$ cat config.mk
export PLATFORM = sky130hd
export DESIGN_NAME = ffvl_unit
export DESIGN_NICKNAME = d
export VERILOG_FILES = /design/src/rtl/ffvl_pkg.sv /design/src/rtl/ffvl_clamp.sv /design/src/rtl/ffvl_judge.sv /design/src/rtl/ffvl_ctrl.sv /design/src/rtl/ffvl_unit.sv
export SDC_FILE = /design/constraint.sdc
export NUM_CORES = 1
export LEC_CHECK = 0
export BUFFER_PORTS_ARGS = -buffer_cell sky130_fd_sc_hd__buf_2
export CORE_UTILIZATION = 43
export DETAILED_ROUTE_END_ITERATION = 12
export PLACE_DENSITY = 0.8
export SETUP_SLACK_MARGIN = 0.5
export SLEW_MARGIN = 10
export SYNTH_ARGS = -nofsm -noshare
export SYNTH_HDL_FRONTEND = slang
export SYNTH_SLANG_ARGS = --single-unit
$ cat constraint.sdc
create_clock -name clk -period 2.2 [get_ports clk]
set_clock_uncertainty 0.05 [all_clocks]
set_input_delay 0.44 -clock clk [delete_from_list [all_inputs] [get_ports clk]]
set_output_delay 0.44 -clock clk [all_outputs]
set_load 0.03 [all_outputs]
$ cat src/rtl/ffvl_pkg.sv
package ffvl_pkg;
  typedef enum logic [2:0] {
    RES_IDLE = 3'd0,  // no accepted request this cycle
    RES_PASS = 3'd1,  // element completed, more follow
    RES_LAST = 3'd2,  // element completed, operation complete
    RES_EXC  = 3'd3,  // first element faulted
    RES_CUT  = 3'd4   // later element cancelled, length trimmed
  } elem_res_e;
endpackage

$ cat src/rtl/ffvl_clamp.sv
module ffvl_clamp #(
  parameter int MAX_VL = 64,
  parameter int VLW    = $clog2(MAX_VL + 1)
) (
  input  logic [VLW-1:0] req_vl,
  input  logic           one,
  output logic [VLW-1:0] eff_vl
);
  localparam logic [VLW-1:0] MAXV = VLW'(MAX_VL);
  localparam logic [VLW-1:0] ONEV = VLW'(1);

  always_comb begin
    if (req_vl == '0)      eff_vl = '0;
    else if (one)          eff_vl = ONEV;
    else if (req_vl > MAXV) eff_vl = MAXV;
    else                   eff_vl = req_vl;
  end
endmodule

$ cat src/rtl/ffvl_judge.sv
module ffvl_judge #(
  parameter int VLW        = 7,
  parameter int AW         = 32,
  parameter int LINE_BYTES = 64
) (
  input  logic                busy,
  input  logic [VLW-1:0]      cnt,
  input  logic [VLW-1:0]      target,
  input  logic                align_en,
  input  logic                req_valid,
  input  logic [VLW-1:0]      req_num,
  input  logic [AW-1:0]       req_addr,
  input  logic                req_fault,
  output ffvl_pkg::elem_res_e res
);
  import ffvl_pkg::*;

  logic          on_line;
  logic          taken;
  logic          first;
  logic [VLW:0]  nxt;

  generate
    if (LINE_BYTES > 1) begin : g_line
      localparam logic [AW-1:0] LMASK = AW'(LINE_BYTES - 1);
      assign on_line = ((req_addr & LMASK) == '0);
    end else begin : g_noline
      assign on_line = 1'b0 & (|req_addr);
    end
  endgenerate

  assign taken = req_valid && busy && (req_num == cnt);
  assign first = (cnt == '0);
  assign nxt   = {1'b0, cnt} + {{VLW{1'b0}}, 1'b1};

  always_comb begin
    res = RES_IDLE;
    if (taken) begin
      if (first && req_fault)                            res = RES_EXC;
      else if (!first && (req_fault || (align_en && on_line))) res = RES_CUT;
      else if (nxt == {1'b0, target})                    res = RES_LAST;
      else                                               res = RES_PASS;
    end
  end
endmodule

$ cat src/rtl/ffvl_ctrl.sv
module ffvl_ctrl #(
  parameter int MAX_VL = 64,
  parameter int VLW    = $clog2(MAX_VL + 1)
) (
  input  logic                clk,
  input  logic                rst,
  input  logic                op_start,
  input  logic                op_vidx,
  input  logic [VLW-1:0]      eff_vl,
  input  logic                cfg_align,
  input  ffvl_pkg::elem_res_e res,
  output logic                busy,
  output logic [VLW-1:0]      cnt,
  output logic [VLW-1:0]      target,
  output logic                align_en,
  output logic                raise_exc,
  output logic                cancel_acc,
  output logic [VLW-1:0]      vl_out,
  output logic                done,
  output logic                bad_mode
);
  import ffvl_pkg::*;

  localparam logic [VLW-1:0] STEP = VLW'(1);
  localparam logic [VLW-1:0] MAXV = VLW'(MAX_VL);

  always_ff @(posedge clk) begin
    if (rst) begin
      busy       <= 1'b0;
      cnt        <= '0;
      target     <= '0;
      align_en   <= 1'b0;
      raise_exc  <= 1'b0;
      cancel_acc <= 1'b0;
      vl_out     <= '0;
      done       <= 1'b0;
      bad_mode   <= 1'b0;
    end else begin
      raise_exc  <= 1'b0;
      cancel_acc <= 1'b0;
      done       <= 1'b0;
      bad_mode   <= 1'b0;
      if (op_start) begin
        cnt <= '0;
        if (op_vidx) begin
          bad_mode <= 1'b1;
          busy     <= 1'b0;
        end else if (eff_vl == '0) begin
          done   <= 1'b1;
          vl_out <= '0;
          busy   <= 1'b0;
        end else begin
          busy     <= 1'b1;
          target   <= eff_vl;
          align_en <= cfg_align;
        end
      end else begin
        case (res)
          RES_EXC: begin
            raise_exc <= 1'b1;
            done      <= 1'b1;
            vl_out    <= target;
            busy      <= 1'b0;
          end
          RES_CUT: begin
            cancel_acc <= 1'b1;
            done       <= 1'b1;
            vl_out     <= cnt;
            busy       <= 1'b0;
          end
          RES_LAST: begin
            done   <= 1'b1;
            vl_out <= target;
            busy   <= 1'b0;
            cnt    <= cnt + STEP;
          end
          RES_PASS: cnt <= cnt + STEP;
          default: ;
        endcase
      end
    end
  end

  // a first-element exception ends the operation and never cancels
  p_exc_ends_r2: assert property (@(posedge clk) disable iff (rst)
    raise_exc |-> (done && !cancel_acc));

  // a cancelled access leaves a nonzero length
  p_cut_nonzero_r3: assert property (@(posedge clk) disable iff (rst)
    cancel_acc |-> (done && !raise_exc && (vl_out != '0)));

  // an open operation never has counted past its length
  p_cnt_below_r4: assert property (@(posedge clk) disable iff (rst)
    busy |-> (cnt < target));

  // illegal start opens nothing
  p_bad_idle_r6: assert property (@(posedge clk) disable iff (rst)
    bad_mode |-> (!busy && !done));

  // completion closes the operation
  p_done_idle_r8: assert property (@(posedge clk) disable iff (rst)
    done |-> !busy);

  // final length never exceeds the maximum
  p_vl_max_r9: assert property (@(posedge clk) disable iff (rst)
    vl_out <= MAXV);
endmodule

$ cat src/rtl/ffvl_unit.sv
module ffvl_unit #(
  parameter int MAX_VL     = 64,
  parameter int AW         = 32,
  parameter int LINE_BYTES = 64,
  parameter int VLW        = $clog2(MAX_VL + 1)
) (
  input  logic           clk,
  input  logic           rst,
  input  logic           op_start,
  input  logic [VLW-1:0] op_vl,
  input  logic           op_vidx,
  input  logic           cfg_one,
  input  logic           cfg_align,
  input  logic           el_valid,
  input  logic [VLW-1:0] el_num,
  input  logic [AW-1:0]  el_addr,
  input  logic           el_fault,
  output logic           raise_exc,
  output logic           cancel_acc,
  output logic [VLW-1:0] vl_out,
  output logic           done,
  output logic           bad_mode,
  output logic           active
);
  import ffvl_pkg::*;

  logic [VLW-1:0] eff_vl;
  logic [VLW-1:0] cnt;
  logic [VLW-1:0] target;
  logic           align_en;
  elem_res_e      res;

  ffvl_clamp #(.MAX_VL(MAX_VL), .VLW(VLW)) u_clamp (
    .req_vl (op_vl),
    .one    (cfg_one),
    .eff_vl (eff_vl)
  );

  ffvl_judge #(.VLW(VLW), .AW(AW), .LINE_BYTES(LINE_BYTES)) u_judge (
    .busy      (active),
    .cnt       (cnt),
    .target    (target),
    .align_en  (align_en),
    .req_valid (el_valid),
    .req_num   (el_num),
    .req_addr  (el_addr),
    .req_fault (el_fault),
    .res       (res)
  );

  ffvl_ctrl #(.MAX_VL(MAX_VL), .VLW(VLW)) u_ctrl (
    .clk        (clk),
    .rst        (rst),
    .op_start   (op_start),
    .op_vidx    (op_vidx),
    .eff_vl     (eff_vl),
    .cfg_align  (cfg_align),
    .res        (res),
    .busy       (active),
    .cnt        (cnt),
    .target     (target),
    .align_en   (align_en),
    .raise_exc  (raise_exc),
    .cancel_acc (cancel_acc),
    .vl_out     (vl_out),
    .done       (done),
    .bad_mode   (bad_mode)
  );
endmodule

==> results by group <==
Yosys
  • Async SR Flop Fraction: 0%
  • Post-synth EDFFs: 0
  • Mapped cell area: about 1600 um2
  • Seq cells post-synth: 27
  • Sequential area share after synthesis: 34.34%
  • Ys Warns: 0
  • Synth cell count leaders: dfxtp_1, nor2_1, nand2_1, xor2_1, a21oi_1
  • Syn_nets: roughly 250
  • Synthesized netlist cell count: 190
  • Count leader, synth: dfxtp_1
  • Post-synth top area cell: dfxtp_1
  • Post-synth top area share: about a third
  • Distinct cell type count after synthesis: 41
  • Main synth FF type: dfxtp_1
  • Synth area leaders: dfxtp_1, xor2_1, nor2_1
  • Mean Syn Cell Area: approximately 8.3 um2

STA
  • Final Hold Fails: 0
  • # setup viols final: 4
  • Worst relative slew slack: 74.66%
  • Final max-slew violation count: 0
  • RSZ-0062 raised after global routing: true
  • Fmax: roughly 0.45 GHz
  • Hold Slack: approximately 270 ps
  • Minimum clock period: approximately 2200 ps
  • Worst Max-Slew Pin Slew: roughly 380 ps
  • Final period util: 100.9%
  • Slack of the critical path: -20.53 ps

Worst setup path
  • Reg2reg start: u_ctrl.cnt[0]$_SDFFE_PP0P_
  • Crit path top cell by count: buf_6
  • CP delay by family, top: compound AO/OA/AOI/OAI gates
  • Crit path DAT: between 2000 and 2500 ps
  • Crit path buf inv count: 2
  • Slowest cell on the critical path: dfxtp_4
  • Startpoint Class: flip-flop
  • RR Endpoint: u_ctrl.vl_out[0]$_SDFFE_PP0P_
  • R2R depth: 9
  • Worst EP required: between 2000 and 2500 ps
  • Crit Path Class: flip-flop to flip-flop
  • Critical path, cell by cell: buf_6, ha_4, buf_6, xor2_1, o2111ai_1, o21a_1, a31oi_2, o311a_4, o31a_1
  • Endpoint class of the critical path: flip-flop
  • FF-to-FF setup slack: -20 ps
  • Critical Path Fanout Max: 5
  • Slowest stage delay, CP: about 400 ps

Die
  • Core ar.: 3416 um2
  • Initial core utilization: between 40% and 50%
  • Chip Width: around 63 um
  • # rows: 21
  • IO Pins: 66
  • DIE AREA: about 3900 um2
  • Die Ht: approximately 63 um

Clock network
  • # H-tree levels: 1
  • Clock Path Buffers: 2
  • Clock sinks: 27
  • TritonCTS clock tree: done
  • Clk pin slew, worst setup/hold paths: roughly 150 ps
  • CTS root buf: clkbuf_4
  • Hold buffer count at CTS: 0
  • Clk_lat worst skew: around 340 ps
  • Total CTS buffers: 3

Min path
  • WHS Endpoint: u_ctrl.align_en$_SDFFE_PP0P_
  • Worst hold path depth: 3
  • Worst min-delay path category: input port to flip-flop
  • Min-delay src: cfg_align

GRT
  • Vias in the first global route: 1540
  • First-pass GRT wire length: a little under 7000 um
  • Grt total ovfl: 0
  • Antenna violations before repair: 0
  • Largest net degree at the start of global routing: 17
  • Gr usage total: between 20% and 30%

Detailed routing
  • Drt drc: 0
  • DR vias: between 1500 and 2000
  • Top Metal Used: met4
  • Antenna-violating nets left: 0
  • DR WL met2: 2278 um
  • Routed met1 length: between 1500 and 2000 um
  • First-pass detailed-route iteration total: 4
  • Via density: approximately 5.4
  • Met3 wire length: 170 um
  • Drt total wl: between 4000 and 5000 um
  • Starting DRT DRC Count: 53
  • WL per Instance: approximately 15 um

Final layout
  • Area occupied by multi-input gates: approximately 1200 um2
  • Fillcell total: approximately 270
  • Post-layout util: between 60% and 70%
  • NumNets Final: 312
  • Fraction of layout cells with a size suffix above 1: 48.24%
  • N_diodes: 0
  • Area Overhead vs Synth: 46.74%
  • Register Area: around 550 um2

Flow run
  • Max-cap violations: 0

Placed design
  • HPWL after DPL: between 3000 and 4000 um
  • Port bufs: 39
  • Gpl congestion: between 0.9 and 1

Power and ir drop
  • Worst VDD drop: between 0.0003 and 0.0004 V
  • Static Leak: just under 0.001 uW
  • PwrDens: ~370 nW/um2

Status
  • Failing checks: negative setup slack
  • Outcome: finished, violations left
==> worst min-delay path, stage by stage <==
cell and delay, ps:
buf_2 90, nand2_1 50, a21oi_1 50
==> registers in the layout, indices dropped and copies added, names as in the netlist <==
name               count
u_ctrl.cnt             7
u_ctrl.target          7
u_ctrl.vl_out          7
u_ctrl.align_en        1
u_ctrl.bad_mode        1
u_ctrl.busy            1
u_ctrl.cancel_acc      1
u_ctrl.done            1
u_ctrl.raise_exc       1
==> metrics by stage <==
| step | TNS (ps) | instances | cell area [um2] | setup WS (ps) | power, uW |
|---|---|---|---|---|---|
| after global routing | -546.9 | 301 | 2310 | -118.5 | 887.5 |
| after global placement | -479.9 | 287 | 1943 | -93.39 | 613.0 |
| after detailed placement | -643.7 | 287 | 1943 | -112.3 | 616.6 |
| final | -71.64 | 301 | 2310 | -20.53 | 851.9 |
| after CTS | -137.1 | 295 | 2107 | -34.29 | 838.5 |
| after floorplan | -101.1 | 190 | 1604 | -33.71 | 565.1 |
==> worst max path at each step <==
| stage | slack, ps | cells after the start | start | to |
|---|---|---|---|---|
| global route | -120 | 11 | u_ctrl.cnt[1]$_SDFFE_PP0P_ | u_ctrl.vl_out[6]$_SDFFE_PP0P_ |
| finish | -20 | 9 | u_ctrl.cnt[0]$_SDFFE_PP0P_ | u_ctrl.vl_out[0]$_SDFFE_PP0P_ |
| floorplan | -30 | 7 | u_ctrl.cnt[2]$_SDFFE_PP0P_ | u_ctrl.vl_out[0]$_SDFFE_PP0P_ |
| CTS | -30 | 9 | u_ctrl.cnt[0]$_SDFFE_PP0P_ | u_ctrl.vl_out[6]$_SDFFE_PP0P_ |
| global placement | -90 | 8 | u_ctrl.cnt[0]$_SDFFE_PP0P_ | u_ctrl.vl_out[6]$_SDFFE_PP0P_ |
| detailed placement | -110 | 8 | u_ctrl.cnt[0]$_SDFFE_PP0P_ | u_ctrl.vl_out[6]$_SDFFE_PP0P_ |
==> logic make-up (layout without fill, tap and decap cells) <==
| family | after synthesis | after routing | synth area share, % |
|---|---|---|---|
| xor+xnor | 20 | 20 | 11.13 |
| buf+inv | 15 | 80 | 5.643 |
| simple gates | 85 | 85 | 27.27 |
| fa+ha+maj | 2 | 2 | 1.590 |
| compound gates | 41 | 41 | 20.03 |
| flops | 27 | 27 | 34.34 |
==> layer usage <==
| metal | global-route usage (%) | up-vias |
|---|---|---|
| li1 | - | 800 |
| met1 | 27.73 | 771 |
| met2 | 39.81 | 41 |
| met3 | 1.825 | 7 |
| met4 | 6.105 | 0 |
| met5 | 0 | - |
==> repair_timing <==
item / 4_1_cts / 5_1_grt
setup buffers: 4 / 5
endpoints found under the setup margin: 18 / 18
resized for setup: 27 / 38
pin swaps: 12 / 17
gates cloned: 0 / 1
==> cell type report <==
cell class	count	share of cell area, %
multi-input combinational	148	50.05
sequential	27	24.00
timing repair buffer	70	20.69
tap	46	2.492
inverter	6	1.463
clock buffer	3	0.9751
clock inverter	1	0.3250
==> cell usage in the layout (no fill, tap or decap), types with 3 or more instances in the layout <==
cell type,synthesis,routed
nor2_1,26,22
buf_2,1,40
clkbuf_4,0,3
dfxtp_2,0,5
nor2b_1,4,3
a21oi_1,10,9
xor2_2,0,3
buf_4,2,18
buf_6,3,10
a211oi_1,3,3
nor4_2,0,4
nand2_2,0,3
and3_1,6,6
xor2_1,13,9
nand3_1,6,4
xnor2_1,7,6
o21ai_2,0,4
a22oi_1,6,6
nand2b_1,6,6
dfxtp_1,27,20
inv_4,0,3
o31a_1,5,5
nand2_1,19,15
==> power by group <==
part | internal [uW] | switching (uW) | leakage [uW] | total (uW)
combinational | 57.1 | 69.2 | 0.000755 | 126
sequential | 493 | 6.76 | 0.000223 | 500
clock | 69.8 | 156 | 0.0000139 | 226
total | 620 | 232 | 0.000991 | 852
No activity file was read; power rests on OpenSTA's default activity.
